**src/rtl/ep0_pkg.sv**
```systemverilog
package ep0_pkg;

    typedef enum logic [1:0] {
        STG_IDLE   = 2'd0,
        STG_SETUP  = 2'd1,
        STG_DATA   = 2'd2,
        STG_STATUS = 2'd3
    } stage_e;

    localparam int FLAG_N   = 3;
    localparam int FL_SETUP = 0;
    localparam int FL_OUT   = 1;
    localparam int FL_IN    = 2;

endpackage

```
**src/rtl/ep0_stage_fsm.sv**
```systemverilog
module ep0_stage_fsm
    import ep0_pkg::*;
(
    input  logic   clk,
    input  logic   rst_n,
    input  logic   ev_setup,
    input  logic   ev_out_done,
    input  logic   ev_in_ack,
    output stage_e stage_o
);

    stage_e state_q, state_d;

    // State register.
    always_ff @(posedge clk) begin
        if (!rst_n) state_q <= STG_IDLE;
        else        state_q <= state_d;
    end

    // Next-state selection: setup first, then IN acknowledge, then OUT completion.
    always_comb begin
        state_d = state_q;
        if (ev_setup) begin
            state_d = STG_SETUP;                       // setup_seen
        end else begin
            unique case (state_q)
                STG_IDLE:   state_d = STG_IDLE;        // hold
                STG_SETUP: begin
                    if (ev_in_ack)        state_d = STG_STATUS;  // status_done
                    else if (ev_out_done) state_d = STG_DATA;    // out_data
                end
                STG_DATA: begin
                    if (ev_in_ack)        state_d = STG_STATUS;  // status_done
                end
                STG_STATUS: state_d = STG_STATUS;      // hold
                default:    state_d = STG_IDLE;
            endcase
        end
    end

    // Output process.
    always_comb stage_o = state_q;

    assert_setup_enters_R8: assert property (@(posedge clk) disable iff (!rst_n)
        ev_setup |=> (stage_o == STG_SETUP));

    assert_status_from_data_R8: assert property (@(posedge clk) disable iff (!rst_n)
        (!ev_setup && ev_in_ack && stage_o == STG_DATA) |=> (stage_o == STG_STATUS));

endmodule

```
**src/rtl/ep0_flag_bit.sv**
```systemverilog
module ep0_flag_bit #(
    parameter logic RST_VAL = 1'b0
) (
    input  logic clk,
    input  logic rst_n,
    input  logic set_i,
    input  logic clr_i,
    output logic q_o
);

    // A hardware set wins over a software clear in the same cycle.
    always_ff @(posedge clk) begin
        if (!rst_n)     q_o <= RST_VAL;
        else if (set_i) q_o <= 1'b1;
        else if (clr_i) q_o <= 1'b0;
    end

    assert_set_wins_R6: assert property (@(posedge clk) disable iff (!rst_n)
        set_i |=> q_o);

    assert_no_hw_clear_R5: assert property (@(posedge clk) disable iff (!rst_n)
        (!clr_i && q_o) |=> q_o);

endmodule

```
**src/rtl/ep0_regif.sv**
```systemverilog
module ep0_regif
    import ep0_pkg::*;
#(
    parameter int ADDR_W    = 2,
    parameter int DATA_W    = 16,
    parameter int CNT_W     = 7,
    parameter int STAT_ADDR = 0,
    parameter int EN_ADDR   = 1
) (
    input  logic              clk,
    input  logic              rst_n,
    input  logic              wr_i,
    input  logic [ADDR_W-1:0] addr_i,
    input  logic [FLAG_N-1:0] wdata_i,
    input  logic [FLAG_N-1:0] flags_i,
    input  logic [CNT_W-1:0]  size_i,
    input  stage_e            stage_i,
    output logic [FLAG_N-1:0] clr_o,
    output logic [DATA_W-1:0] rdata_o,
    output logic              irq_o
);

    localparam int STG_LSB  = 4;
    localparam int SIZE_LSB = 8;

    logic stat_sel, en_sel;
    logic en_out_q, en_in_q;

    assign stat_sel = (addr_i == ADDR_W'(STAT_ADDR));
    assign en_sel   = (addr_i == ADDR_W'(EN_ADDR));

    always_ff @(posedge clk) begin
        if (!rst_n) begin
            en_out_q <= 1'b0;
            en_in_q  <= 1'b0;
        end else if (wr_i && en_sel) begin
            en_out_q <= wdata_i[FL_OUT];
            en_in_q  <= wdata_i[FL_IN];
        end
    end

    // Write-zero-to-clear on the status address.
    assign clr_o = (wr_i && stat_sel) ? ~wdata_i : '0;

    always_comb begin
        rdata_o = '0;
        if (stat_sel) begin
            rdata_o[FLAG_N-1:0]            = flags_i;
            rdata_o[STG_LSB +: 2]          = stage_i;
            rdata_o[SIZE_LSB +: CNT_W]     = size_i;
        end else if (en_sel) begin
            rdata_o[FL_OUT] = en_out_q;
            rdata_o[FL_IN]  = en_in_q;
        end
    end

    assign irq_o = (flags_i[FL_OUT] & en_out_q) | (flags_i[FL_IN] & en_in_q);

    assert_enable_load_R7: assert property (@(posedge clk) disable iff (!rst_n)
        (wr_i && en_sel && wdata_i[FL_IN]) |=> (flags_i[FL_IN] -> irq_o));

endmodule

```
**src/rtl/ep0_stage_flags.sv**
```systemverilog
module ep0_stage_flags
    import ep0_pkg::*;
#(
    parameter int ADDR_W      = 2,
    parameter int DATA_W      = 16,
    parameter int CNT_W       = 7,
    parameter int SETUP_BYTES = 8
) (
    input  logic              clk,
    input  logic              rst_n,
    input  logic              ev_setup,
    input  logic              ev_out_done,
    input  logic              ev_in_ack,
    input  logic [CNT_W-1:0]  rx_count,
    input  logic              reg_wr,
    input  logic [ADDR_W-1:0] reg_addr,
    input  logic [FLAG_N-1:0] reg_wdata,
    output logic [DATA_W-1:0] reg_rdata,
    output logic              setup_flag,
    output logic              out_req,
    output logic              in_req,
    output logic [CNT_W-1:0]  rx_size,
    output logic [1:0]        stage,
    output logic              irq
);

    localparam logic [FLAG_N-1:0] FLAG_RST = 3'b100;

    stage_e            stage_w;
    logic [FLAG_N-1:0] set_w, clr_w, flags_w;
    logic [CNT_W-1:0]  size_q;

    ep0_stage_fsm u_fsm (
        .clk         (clk),
        .rst_n       (rst_n),
        .ev_setup    (ev_setup),
        .ev_out_done (ev_out_done),
        .ev_in_ack   (ev_in_ack),
        .stage_o     (stage_w)
    );

    assign set_w[FL_SETUP] = ev_setup;
    assign set_w[FL_OUT]   = ev_setup | ev_out_done;
    assign set_w[FL_IN]    = ev_in_ack;

    for (genvar g = 0; g < FLAG_N; g++) begin : g_flag
        ep0_flag_bit #(.RST_VAL(FLAG_RST[g])) u_bit (
            .clk   (clk),
            .rst_n (rst_n),
            .set_i (set_w[g]),
            .clr_i (clr_w[g]),
            .q_o   (flags_w[g])
        );
    end

    always_ff @(posedge clk) begin
        if (!rst_n)           size_q <= '0;
        else if (ev_setup)    size_q <= CNT_W'(SETUP_BYTES);
        else if (ev_out_done) size_q <= rx_count;
    end

    ep0_regif #(
        .ADDR_W (ADDR_W),
        .DATA_W (DATA_W),
        .CNT_W  (CNT_W)
    ) u_regif (
        .clk     (clk),
        .rst_n   (rst_n),
        .wr_i    (reg_wr),
        .addr_i  (reg_addr),
        .wdata_i (reg_wdata),
        .flags_i (flags_w),
        .size_i  (size_q),
        .stage_i (stage_w),
        .clr_o   (clr_w),
        .rdata_o (reg_rdata),
        .irq_o   (irq)
    );

    assign setup_flag = flags_w[FL_SETUP];
    assign out_req    = flags_w[FL_OUT];
    assign in_req     = flags_w[FL_IN];
    assign rx_size    = size_q;
    assign stage      = stage_w;

    assert_setup_sets_both_R2: assert property (@(posedge clk) disable iff (!rst_n)
        ev_setup |=> (setup_flag && out_req && rx_size == CNT_W'(SETUP_BYTES)));

    assert_out_latches_size_R3: assert property (@(posedge clk) disable iff (!rst_n)
        (ev_out_done && !ev_setup) |=> (out_req && rx_size == $past(rx_count)));

    assert_in_ack_sets_R4: assert property (@(posedge clk) disable iff (!rst_n)
        ev_in_ack |=> in_req);

endmodule

```
**config.mk**
```make
export PLATFORM = sky130hd
export DESIGN_NAME = ep0_stage_flags
export DESIGN_NICKNAME = d
export VERILOG_FILES = /design/src/rtl/ep0_pkg.sv /design/src/rtl/ep0_stage_fsm.sv /design/src/rtl/ep0_flag_bit.sv /design/src/rtl/ep0_regif.sv /design/src/rtl/ep0_stage_flags.sv
export SDC_FILE = /design/constraint.sdc
export NUM_CORES = 1
export LEC_CHECK = 0
export CAP_MARGIN = 20
export CORE_ASPECT_RATIO = 0.8
export CORE_UTILIZATION = 25
export CTS_BUF_LIST = sky130_fd_sc_hd__clkbuf_8 sky130_fd_sc_hd__clkbuf_16
export DETAILED_ROUTE_END_ITERATION = 10
export MAX_ROUTING_LAYER = met4
export PLACE_DENSITY = 0.64
export SLEW_MARGIN = 20
export SYNTH_ARGS = -nofsm -noshare
export SYNTH_HDL_FRONTEND = slang
export SYNTH_SLANG_ARGS = --single-unit
export TNS_END_PERCENT = 5
```
**constraint.sdc**
```tcl
create_clock -name clk -period 1 [get_ports clk]
set_input_delay 0.2 -clock clk [delete_from_list [all_inputs] [get_ports clk]]
set_output_delay 0.2 -clock clk [all_outputs]
set_load 0.01 [all_outputs]
```
Word level (Yosys, flattened, before mapping)
Cells that the tools add are included.
{ "word_totals": {"in_bits": 18, "wordCells": 51, "register_bits": 14, "out_inout_bits": 29} }
{ "op_classes": {"n_reduce_logical": 11, "n_eq_ne": 8, "bitwise": 6, "mux": 17} }
{ "op_table": {"columns": ["op", "n"], "rows": [
  ["two-way mux 2 bit", 6],
  ["two-way mux 4 bit", 2],
  ["one-hot mux 2 bit (4 select lines)", 1],
  ["two-way mux 7 bit", 1],
  ["two-way mux 1 bit", 6],
  ["!= test 3 bit (second input constant)", 2],
  ["nonzero test 2 bit", 3],
  ["equality test 2 x 1 -> 1 bit (second input constant)", 2],
  ["equality test 2 bit (second input constant)", 2],
  ["logical NOT 2 bit", 2],
  ["!= test 4 bit (second input constant)", 1],
  ["AND reduction 2 bit", 2],
  ["OR reduction 2 bit", 2],
  ["two-way mux 3 bit", 1],
  ["NOT 3 bit", 1],
  ["bitwise AND 1 bit", 2],
  ["logical AND 1 bit", 2],
  ["!= test 2 bit (second input constant)", 1],
  ["bitwise OR 1 bit", 2],
  ["NOT 1 bit", 1]
]} }

Logic depth before layout (Yosys ltp)
Gate-level depths: netlist of run 1.
{ "logic_depth": {"depth_word": 5, "depth_mapped": 4, "mapped_depth_nobuf": 3} }

Hierarchy
From an unflattened synthesis of run 1, not the netlist that was laid out.
{ "unflattened": {"cells_unflattened": 76, "hier_area_um2": 735.7} }
{ "by_module_without_submodules": {"columns": ["mod", "cells_per_inst", "instances", "area_each_um2", "seq_area_each_um2"], "rows": [
  ["ep0_stage_flags", 24, 1, 269.0, 140.1],
  ["ep0_regif", 34, 1, 257.7, 40.0],
  ["ep0_stage_fsm", 9, 1, 92.6, 40.0],
  ["ep0_flag_bit at g_flag[0].u_bit ...", 3, 2, 41.3, 20.0],
  ["ep0_flag_bit at g_flag[2].u_bit", 3, 1, 33.8, 20.0]
]} }

Worst setup path after synthesis of run 1
OpenSTA, ideal clock, no wires.
{ "synth_timing": {"kind": "register to output", "from": "register u_fsm.state_q[1], in the netlist u_fsm.stage_o[1]", "to": "output port reg_rdata[5]", "path_buffers": 0, "setup_slack_ns": 0.035, "required_ns": 0.800, "stages_incl_launch_ff": 3, "arrival_ns": 0.765, "path_cell_list": "dfxtp_1 > inv_1 > nor3_1"} }
{ "synth_via": {"elab_chain_cells": 1} }
{ "synth_rtl": {"columns": ["element", "line_no", "text"], "rows": [
  ["from (decl)", "ep0_stage_fsm.sv:12", "stage_e state_q, state_d;"],
  ["from (signal assigned)", "ep0_stage_fsm.sv:17", "else state_q <= state_d;"],
  ["two-way mux 2 bit", "ep0_regif.sv:47", "if (stat_sel) begin"],
  ["to (decl)", "ep0_stage_flags.sv:18", "output logic [DATA_W-1:0] reg_rdata,"]
]} }
Every way passes these cells.

Worst setup path in the final report of run 1
{ "layout_timing": {"from": "register g_flag[1].u_bit.q_o", "to": "output port irq"} }
{ "layout_via": {"elab_chain_cells": 2} }
{ "layout_rtl": {"columns": ["element", "line_no", "text"], "rows": [
  ["from (decl)", "ep0_flag_bit.sv:8", "output logic q_o"],
  ["from (signal assigned)", "ep0_flag_bit.sv:13", "if (!rst_n) q_o <= RST_VAL;"],
  ["from (signal assigned)", "ep0_flag_bit.sv:14", "else if (set_i) q_o <= 1'b1;"],
  ["from (signal assigned)", "ep0_flag_bit.sv:15", "else if (clr_i) q_o <= 1'b0;"],
  ["bitwise AND 1 bit", "ep0_regif.sv:57", "assign irq_o = (flags_i[FL_OUT] & en_out_q) | (flags_i[FL_IN] & en_in_q);"],
  ["bitwise OR 1 bit", "ep0_regif.sv:57", null],
  ["to (decl)", "ep0_stage_flags.sv:24", "output logic irq"]
]} }
Every way passes these cells.

==> metrics.cfg, run 1 <==
[placement]
place_area_um2=1240
gp_congestion=0.806
dp_cells=166
port_buffers=42
dp_hpwl_um=1540

[flow_run]
drv_cap=0

[final_layout]
fin_cells=172
n_antenna_cell=0
nets=156
fillers=267
syn2layout_area_growth_pct=89.8
layout-drive-gt1-share=0.544
fin_area_um2=1330

[route]
drtIter0Drc=16
ant_nets=0
drt_pass1_iterations=4
wl_per_cell_um=12.1
drc=0
wl_um=2080
via_count=765
avgViaCountPerCell=4.45

[global_route]
grt_usage=0.162
antenna_found_initial=0
grt_max_degree=11
grt_overflow=0
grt_pass1_wl_um=3420
grt_pass1_vias=754

[clock_network]
cts_tree=done
root_buffer=clkbuf_8
clk_latency_ns=0.24
h-tree-depth=1
clk_pin_slew_ns=0.05
holdBufCountCts=0
numCtsBuffers=3
clockBufferDepth=2
cts_sinks=14

[timing]
grt_setup_unrepaired=yes
skew_ns=0.000106
maxSlewViolCount=0
post-route-period-util=1.12
setup-violations-final=14
fmax_mhz=890
hold_viol=0
fin_ws_ns=-0.123
period_needed_ns=1.12

[floorplanning]
start_util=0.276
core_um2=2540
row_count=16
dieArea_um2=3020
ioPinCount=47
dieHeight_um=49.4
die_w_um=61.2

[worst_setup_path]
critPathSlowestCell=dfxtp_4
crit_required_ns=0.80
critPathLaunchType=flip-flop
crit_chain=a22o_1, buf_2
critical_path_class=reg -> out
arrival_ns=0.92
end_kind=primary output
crit_fanout=4
critPathMaxStageDelay_ns=0.35

[synthesis]
syn_area_per_cell_um2=9.10
synthCells=77
ys_seq_area_frac=0.400
synth.area.top_cells=dfxtp_1 (40%), mux2i_1 (11%), and2_2 (8.6%), buf_4 (5.4%), nor2_1 (4.8%)
yosys_warnings=0
synth_top_cell_area_share=0.400
syn_area_um2=701
synth-seq-cells=14
synth.distinct_cells=24
synth_top_area_cell=dfxtp_1

[run_status]
status=complete, but fails checks
violations=setup timing

[power]
ir_drop_v=0.000630
leakage_nw=0.645
p_per_area_nw_per_um2=1050

[min_path]
worstHoldPathType=in -> reg

## per-stage QoR
stage / setup TNS, ns / hold slack, ns / total power (W) / utilization / worst slack [ns]
final: -0.816 / 0.289 / 0.00139 / 0.523 / -0.123
after detailed placement: -14.69 / 0.493 / 0.000941 / 0.490 / -0.814
after CTS: -1.11 / 0.386 / 0.00143 / 0.526 / -0.125
after global placement: -14.28 / 0.485 / 0.000935 / 0.490 / -0.790
after floorplan: 0 / 0.299 / 0.000745 / - / 0.0351
after global routing: -1.32 / 0.340 / 0.00147 / 0.523 / -0.151
## what timing repair did
item / 4_1_cts / 5_1_grt
endpoints found under the setup margin: 37 / 31
resized for setup: 141 / 13
cloned: 1 / 0
buffers inserted: 2 / 0
pin swaps: 3 / 3
## critical path: cells and delay by family (launching register included)
kind / cells / cell delay [ns]
buffers and inverters: 1 / 0.13
DFF: 1 / 0.35
AOI/OAI and AO/OA: 1 / 0.20
## layout make-up
cell class,count,area (um2),area share
Multi-Input combinational cell,55,370,0.278
Clock buffer,3,41.3,0.0310
Timing Repair Buffer,61,562,0.422
Sequential cell,14,300,0.226
Tap cell,36,45.0,0.0339
Inverter,3,11.3,0.00847
## cells by family after synthesis
family | Yosys count | synth area share
flops | 14 | 0.400
compound gates | 14 | 0.138
buf+inv | 11 | 0.109
mux | 9 | 0.130
simple gates | 28 | 0.218
other cells | 1 | 0.00535
## state kept, by name, indices dropped and copies added, names as in the netlist
register / count
g_flag.u_bit.q_o: 3
rx_size: 7
u_fsm.stage_o: 2
u_regif.en_in_q: 1
u_regif.en_out_q: 1
## cells in the mapped netlist, drive strengths merged
cell     n
dfxtp   14
nor2    10
and2     9
buf      8
mux2i    8
o21ai    4
a31oi    3
inv      3
nand3    3
a21oi    2
nand2    2
nor3     2
o21a     2
a22o     1
conb     1
mux2     1
nand2b   1
nand3b   1
o31ai    1
o41ai    1
## cells in the final DEF (no fill, tap or decap)
cell,Yosys,layout
a21oi_1,2,2
a22o_1,1,1
a31oi_1,3,3
and2_1,1,1
and2_2,8,4
and2_4,0,4
buf_12,0,1
buf_2,1,14
buf_4,5,13
buf_6,2,16
buf_8,0,1
clkbuf_16,0,1
clkbuf_8,0,3
clkdlybuf4s50_1,0,12
conb_1,1,4
dfxtp_1,14,2
dfxtp_2,0,10
dfxtp_4,0,2
dlygate4sd2_1,0,1
dlymetal6s2s_1,0,2
inv_1,3,2
inv_2,0,1
mux2_2,1,1
mux2i_1,8,8
nand2_1,2,2
nand2b_1,1,1
nand3_1,3,3
nand3b_1,1,1
nor2_1,9,9
nor2_4,0,1
nor3_1,2,1
nor3_2,0,1
o21a_1,2,2
o21ai_0,4,4
o31ai_1,1,1
o41ai_2,1,1
## report_power, final
group,total (W),internal [W],switching [W]
clock network,0.000448,0.000266,0.000182
logic,0.000339,0.000204,0.000135
registers,0.000605,0.000585,0.0000199
## layer usage
metal,global-route usage,up-vias,part of all wire
li1,-,374,-
met1,0.199,359,0.44
met2,0.257,30,0.50
met3,0.0424,2,0.057
met4,0.0455,0,0.0067
met5,-,-,0
## final timing paths
kind	from	end	slack [ns]	cells after the start
max	g_flag[1].u_bit.q_o$_SDFFE_PN0P_	irq	-0.12	2
min	rst_n	g_flag[0].u_bit.q_o$_SDFFE_PN0P_	0.29	3
max reg2reg	u_fsm.stage_o[1]$_SDFFE_PP0P_	u_fsm.stage_o[0]$_SDFFE_PN0P_	0.12	4
min reg2reg	u_regif.en_out_q$_SDFFE_PN0P_	u_regif.en_out_q$_SDFFE_PN0P_	0.49	2
No activity file was read; power rests on OpenSTA's default activity.
==> run 2, diff against run 1 <==
Settings changed: CTS_BUF_LIST sky130_fd_sc_hd__clkbuf_8 sky130_fd_sc_hd__clkbuf_16 to sky130_fd_sc_hd__clkbuf_4 sky130_fd_sc_hd__clkbuf_8, MAX_ROUTING_LAYER met4 to not set.
==> metrics.cfg, run 2 (synthesized netlist as in run 1, its figures left out) <==
[global_route]
antenna_found_initial=0  ; unchanged
busiest_layer=met2
groute.layer.met2.usage=0.246  ; -0.0109
grt_use_met1=0.162  ; -0.0366
grt_overflow=0  ; unchanged
grt_pass1_vias=682  ; -9.5%
grt_usage=0.142  ; -0.0197
use_met3=0.0424  ; unchanged
grt_pass1_wl_um=3080  ; -9.7%
grt_max_degree=11  ; unchanged

[timing]
period_needed_ns=1.18  ; +0.0551 ns
fmax_mhz=849  ; -4.7%
fin_hold_ws_ns=0.316  ; +0.0266 ns
tns_ns=-1.45  ; -0.633 ns
grt_setup_unrepaired=yes
fin_ws_ns=-0.178  ; -0.0551 ns
hold_viol=0  ; unchanged
skew_ns=0.000247  ; +0.000141 ns
setup-violations-final=17  ; +3
post-route-period-util=1.18  ; +0.0551
maxSlewViolCount=0  ; unchanged

[clock_network]
root_buffer=clkbuf_4
cts_sinks=14  ; unchanged
cts_tree=done
clockBufferDepth=2  ; unchanged
clk_pin_slew_ns=0.08  ; +0.03 ns
h-tree-depth=1  ; unchanged
clk_latency_ns=0.28  ; +0.04 ns
numCtsBuffers=3  ; unchanged

[power]
ir_drop_v=0.000468  ; -26%
leakage_nw=0.641  ; -0.73%
p_per_area_nw_per_um2=947  ; -9.4%

[final_layout]
largest_reg_flops=7  ; unchanged
layout-drive-gt1-share=0.562  ; +0.0179
final_cell_mix=buf_6 (19), clkdlybuf4s50_1 (14), buf_4 (13), buf_2 (13), dfxtp_2 (12)
layout_commonest_cell=buf_6
n_antenna_cell=0  ; unchanged
syn2layout_area_growth_pct=90.7
nets=157  ; +0.64%

[worst_setup_path]
r2r-end=u_fsm.stage_o[0]$_SDFFE_PN0P_
ff2ff_path_depth=4  ; unchanged
crit_required_ns=0.80  ; about the same
critPathLaunchType=flip-flop
critPathCapture=irq
end_kind=primary output
crit_fanout=4  ; unchanged
critPathMaxStageDelay_ns=0.36  ; about the same
crit_chain=a22o_1, buf_2
arrival_ns=0.98  ; +0.06 ns
critPathSlowestCell=dfxtp_4
r2r-start=u_fsm.stage_o[0]$_SDFFE_PN0P_
cp_top_family=flip-flops
path_depth=2  ; unchanged
critPathBufInv=1  ; unchanged
critical_path_class=reg -> out
regToRegSetupSlack_ns=0.10  ; -0.02 ns
critPathLaunch=g_flag[1].u_bit.q_o$_SDFFE_PN0P_

[placement]
dp_hpwl_um=1530  ; -1.3%
port_buffers=42  ; unchanged
place_ws_ns=-0.811  ; +0.00302 ns
gp_congestion=0.798  ; -1.0%

[route]
avgViaCountPerCell=4.40  ; -1.1%
ant_nets=0  ; unchanged
wl_um=2050  ; -1.5%
via_count=761  ; -0.52%
drt_pass1_iterations=4  ; unchanged
wl_per_cell_um=11.8  ; -2.1%
drtIter0Drc=7  ; -9
drc=0  ; unchanged

[run_status]
status=complete, but fails checks
violations=setup timing

[flow_run]
drv_cap=0  ; unchanged

[floorplanning]
ioPinCount=47  ; unchanged
die_w_um=61.2  ; unchanged
start_util=0.276  ; unchanged
dieArea_um2=3020  ; unchanged
core_um2=2540  ; unchanged
row_count=16  ; unchanged
dieHeight_um=49.4  ; unchanged

[min_path]
worstHoldPathType=in -> reg

[run 2: cell types whose count changed in the layout (fill, tap and decap cells not counted), sizes merged]
cell	change
buf	+1
bufbuf	+1
dlygate4sd2	-1
dlymetal6s2s	-1
clkbuf	-1
clkdlybuf4s50	+2
[run 2: tightest hold or removal path: stages]
cell	delay, ns
buf_6	0.08
buf_4	0.13
o41ai_2	0.09
nand3_1	0.07
[run 2: layout make-up]
cell class,count,area (um2)
sequential,14,303
fill,265,1210
multi-input combinational,55,373
inverter,3,11.3
tap,36,45.0
timing repair buffer,62,582
clock buffer,3,22.5
[run 2: what timing repair did]
action / 4_1_cts / 5_1_grt
cloned: 1 / 0
buffers inserted: 1 / 0
pin swaps: 2 / 3
setup endpoints to repair: 28 / 24
resized for setup: 141 / 12
hold buffers: 0 / 0
[run 2: worst min-delay path by stage]
stage / to / from / depth (start not counted)
after floorplan: g_flag[1].u_bit.q_o$_SDFFE_PN0P_ / reg_wr / 1
after global placement: u_regif.en_in_q$_SDFFE_PN0P_ / u_regif.en_in_q$_SDFFE_PN0P_ / 2
after detailed placement: u_regif.en_out_q$_SDFFE_PN0P_ / u_regif.en_out_q$_SDFFE_PN0P_ / 2
after CTS: g_flag[2].u_bit.q_o$_SDFFE_PP1P_ / reg_addr[0] / 4
after global routing: g_flag[2].u_bit.q_o$_SDFFE_PP1P_ / reg_addr[0] / 4
final: g_flag[2].u_bit.q_o$_SDFFE_PP1P_ / reg_addr[1] / 4
[run 2: per-stage QoR]
| step | area (um2) | std cells | total power [W] | util |
|---|---|---|---|---|
| floorplan | 712 | 80 | 0.000745 | - |
| global placement | 1260 | 168 | 0.000943 | 0.496 |
| detailed placement | 1260 | 168 | 0.000948 | 0.496 |
| CTS | 1300 | 173 | 0.00128 | 0.512 |
| global route | 1340 | 173 | 0.00135 | 0.526 |
| finish | 1340 | 173 | 0.00127 | 0.526 |
[run 2: power breakdown]
group	leakage, nW	switching, W	total, W	internal (W)
sequential	0.120	0.0000201	0.000604	0.000584
combinational	0.507	0.000135	0.000355	0.000220
clock	0.0138	0.000168	0.000307	0.000140
[run 2: routing by layer]
layer	routed length, um	vias up
li1	-	374
met1	853	354
met2	1070	30
met3	107	3
met4	13	0
met5	0	-
==> run 3, diff against run 2 <==
Settings changed: ABC_AREA set to 0, CORE_MARGIN set to 4, PLACE_DENSITY 0.64 to 0.66.
==> metrics.cfg, run 3 (synthesized netlist as in run 1, its figures left out) <==
[power]
seq_power_share=0.479  ; +0.002
ir_drop_v=0.000651  ; +39%
p_int_w=0.000936  ; -0.78%
sw_frac_of_total=0.261  ; +0.00569
p_comb_frac=0.274  ; -0.006
p_per_area_nw_per_um2=954  ; +0.74%
leakage_nw=0.636  ; -0.78%
p_sw_w=0.000330  ; +2.2%
p_clk_frac=0.246  ; +0.003

[worst_setup_path]
r2r-start=u_fsm.stage_o[1]$_SDFFE_PP0P_
crit_required_ns=0.80  ; about the same
cp_top_family=buffers and inverters
critPathLaunchType=flip-flop
critPathMostFrequentCell=buf_6
crit_fanout=3  ; -1
crit_chain=buf_4, buf_6, buf_6
critPathSlowestCell=dfxtp_2
critical_path_class=reg -> out
critPathMaxStageDelay_ns=0.34  ; -0.02 ns
end_kind=primary output
arrival_ns=0.97  ; about the same
critPathBufInv=3  ; +2
critPathLaunch=g_flag[2].u_bit.q_o$_SDFFE_PP1P_

[placement]
place_ws_ns=-0.811  ; +0.000557 ns
dp_cells=166  ; -1.2%
gp_congestion=0.807  ; +1.2%
port_buffers=42  ; unchanged
dp_hpwl_um=1690  ; +11%

[route]
avgViaCountPerCell=4.45  ; +1.1%
ant_nets=0  ; unchanged
drc=0  ; unchanged
drtIter0Drc=20  ; +13
wl_um=2280  ; +12%
drt_pass1_iterations=4  ; unchanged
via_count=765  ; +0.53%
wl_per_cell_um=13.3  ; +12%

[global_route]
grt_pass1_vias=749  ; +9.8%
grt_usage=0.121  ; -0.0213
grt_pass1_wl_um=3480  ; +13%
grt_max_degree=11  ; unchanged
antenna_found_initial=0  ; unchanged
grt_overflow=0  ; unchanged

[timing]
skew_ns=0.0000162  ; -0.000231 ns
fin_hold_ws_ns=0.292  ; -0.0239 ns
setup-violations-final=17  ; unchanged
grt_setup_unrepaired=yes
hold_viol=0  ; unchanged
period_needed_ns=1.17  ; -0.00616 ns
maxSlewViolCount=0  ; unchanged
post-route-period-util=1.17  ; -0.00616
fin_ws_ns=-0.172  ; +0.00616 ns
fmax_mhz=853  ; +0.53%

[floorplanning]
dieArea_um2=3720  ; +23%
die_w_um=67.2  ; +9.8%
row_count=16  ; unchanged
core_um2=2560  ; +0.79%
dieHeight_um=55.4  ; +12%
start_util=0.273  ; -0.00215
ioPinCount=47  ; unchanged

[clock_network]
clockBufferDepth=2  ; unchanged
numCtsBuffers=3  ; unchanged
clk_pin_slew_ns=0.08  ; about the same
cts_tree=done
clk_latency_ns=0.27  ; about the same
root_buffer=clkbuf_4
h-tree-depth=1  ; unchanged
cts_sinks=14  ; unchanged

[final_layout]
nets=156  ; -0.64%
fin_cells=172  ; -0.58%
layout-drive-gt1-share=0.559  ; -0.00322
n_antenna_cell=0  ; unchanged
syn2layout_area_growth_pct=89.3
largest_reg_flops=7  ; unchanged
final_cell_mix=buf_6 (19), dfxtp_2 (14), clkdlybuf4s50_1 (14), buf_2 (13), buf_4 (11)
layout_commonest_cell=buf_6
fin_util=0.518  ; -0.00801

[run_status]
status=complete, but fails checks
violations=setup timing

[min_path]
hold_start=reg_addr[0]
worstHoldPathType=in -> reg

[flow_run]
drv_cap=0  ; unchanged

[run 3: changes by cell type in the layout (fill, tap and decap cells not counted)]
cell       delta
bufbuf_16     -1
and2_2        -2
buf_8         +1
dfxtp_4       -2
and2_4        +2
dfxtp_2       +2
clkbuf_16     +1
buf_4         -2
[run 3: worst paths after layout]
path | cells past startpoint | endpoint | slack [ns]
worst min-delay path | 4 | g_flag[2].u_bit.q_o$_SDFFE_PP1P_ | 0.29
worst max register to register | 4 | u_fsm.stage_o[0]$_SDFFE_PN0P_ | 0.09
worst min register to register | 2 | u_regif.en_out_q$_SDFFE_PN0P_ | 0.48
worst max-delay path | 3 | in_req | -0.17
[run 3: power by group through the flow]
| stage | clock network (W) | registers, W | logic (W) |
|---|---|---|---|
| 3_5_place_dp | 0 | 0.000613 | 0.000332 |
| 4_1_cts | 0.000327 | 0.000606 | 0.000345 |
| 5_1_grt | 0.000342 | 0.000611 | 0.000373 |
| 6_report | 0.000312 | 0.000606 | 0.000347 |
| 3_3_place_gp | 0 | 0.000612 | 0.000328 |
| 2_1_floorplan | 0 | 0.000622 | 0.000123 |
[run 3: repair_timing]
item / 4_1_cts / 5_1_grt
cloned: 1 / 0
pin swaps: 3 / 6
hold buffers: 0 / 0
setup buffers: 1 / 1
resized for setup: 147 / 11
endpoints found under the setup margin: 29 / 23
[run 3: area by class of cell]
class | instances | area (um2)
timing repair buffer | 61 | 574
multi-input combinational | 55 | 375
sequential | 14 | 298
inverter | 3 | 11.3
tap | 36 | 45.0
fill | 276 | 1240
clock buffer | 3 | 22.5
[run 3: layer usage]
metal / part of all wire / wire length, um / vias up / track usage
li1: - / - / 371 / -
met2: 0.53 / 1200 / 28 / 0.217
met4: 0.0088 / 20 / 0 / 0.0347
met3: 0.050 / 115 / 2 / 0.0284
met1: 0.41 / 945 / 364 / 0.138
met5: 0 / 0 / - / 0
[run 3: worst min-delay path, stage by stage]
cell	delay [ns]
buf_8	0.08
buf_6	0.11
o41ai_2	0.08
nand3_1	0.07
[run 3: metrics by stage]
stage / setup TNS, ns / total power (W) / cell area [um2]
3_5_place_dp: -14.81 / 0.000945 / 1240
3_3_place_gp: -14.33 / 0.000939 / 1240
5_1_grt: -1.94 / 0.00133 / 1330
6_report: -1.31 / 0.00127 / 1330
4_1_cts: -1.46 / 0.00128 / 1290
2_1_floorplan: 0 / 0.000745 / 712
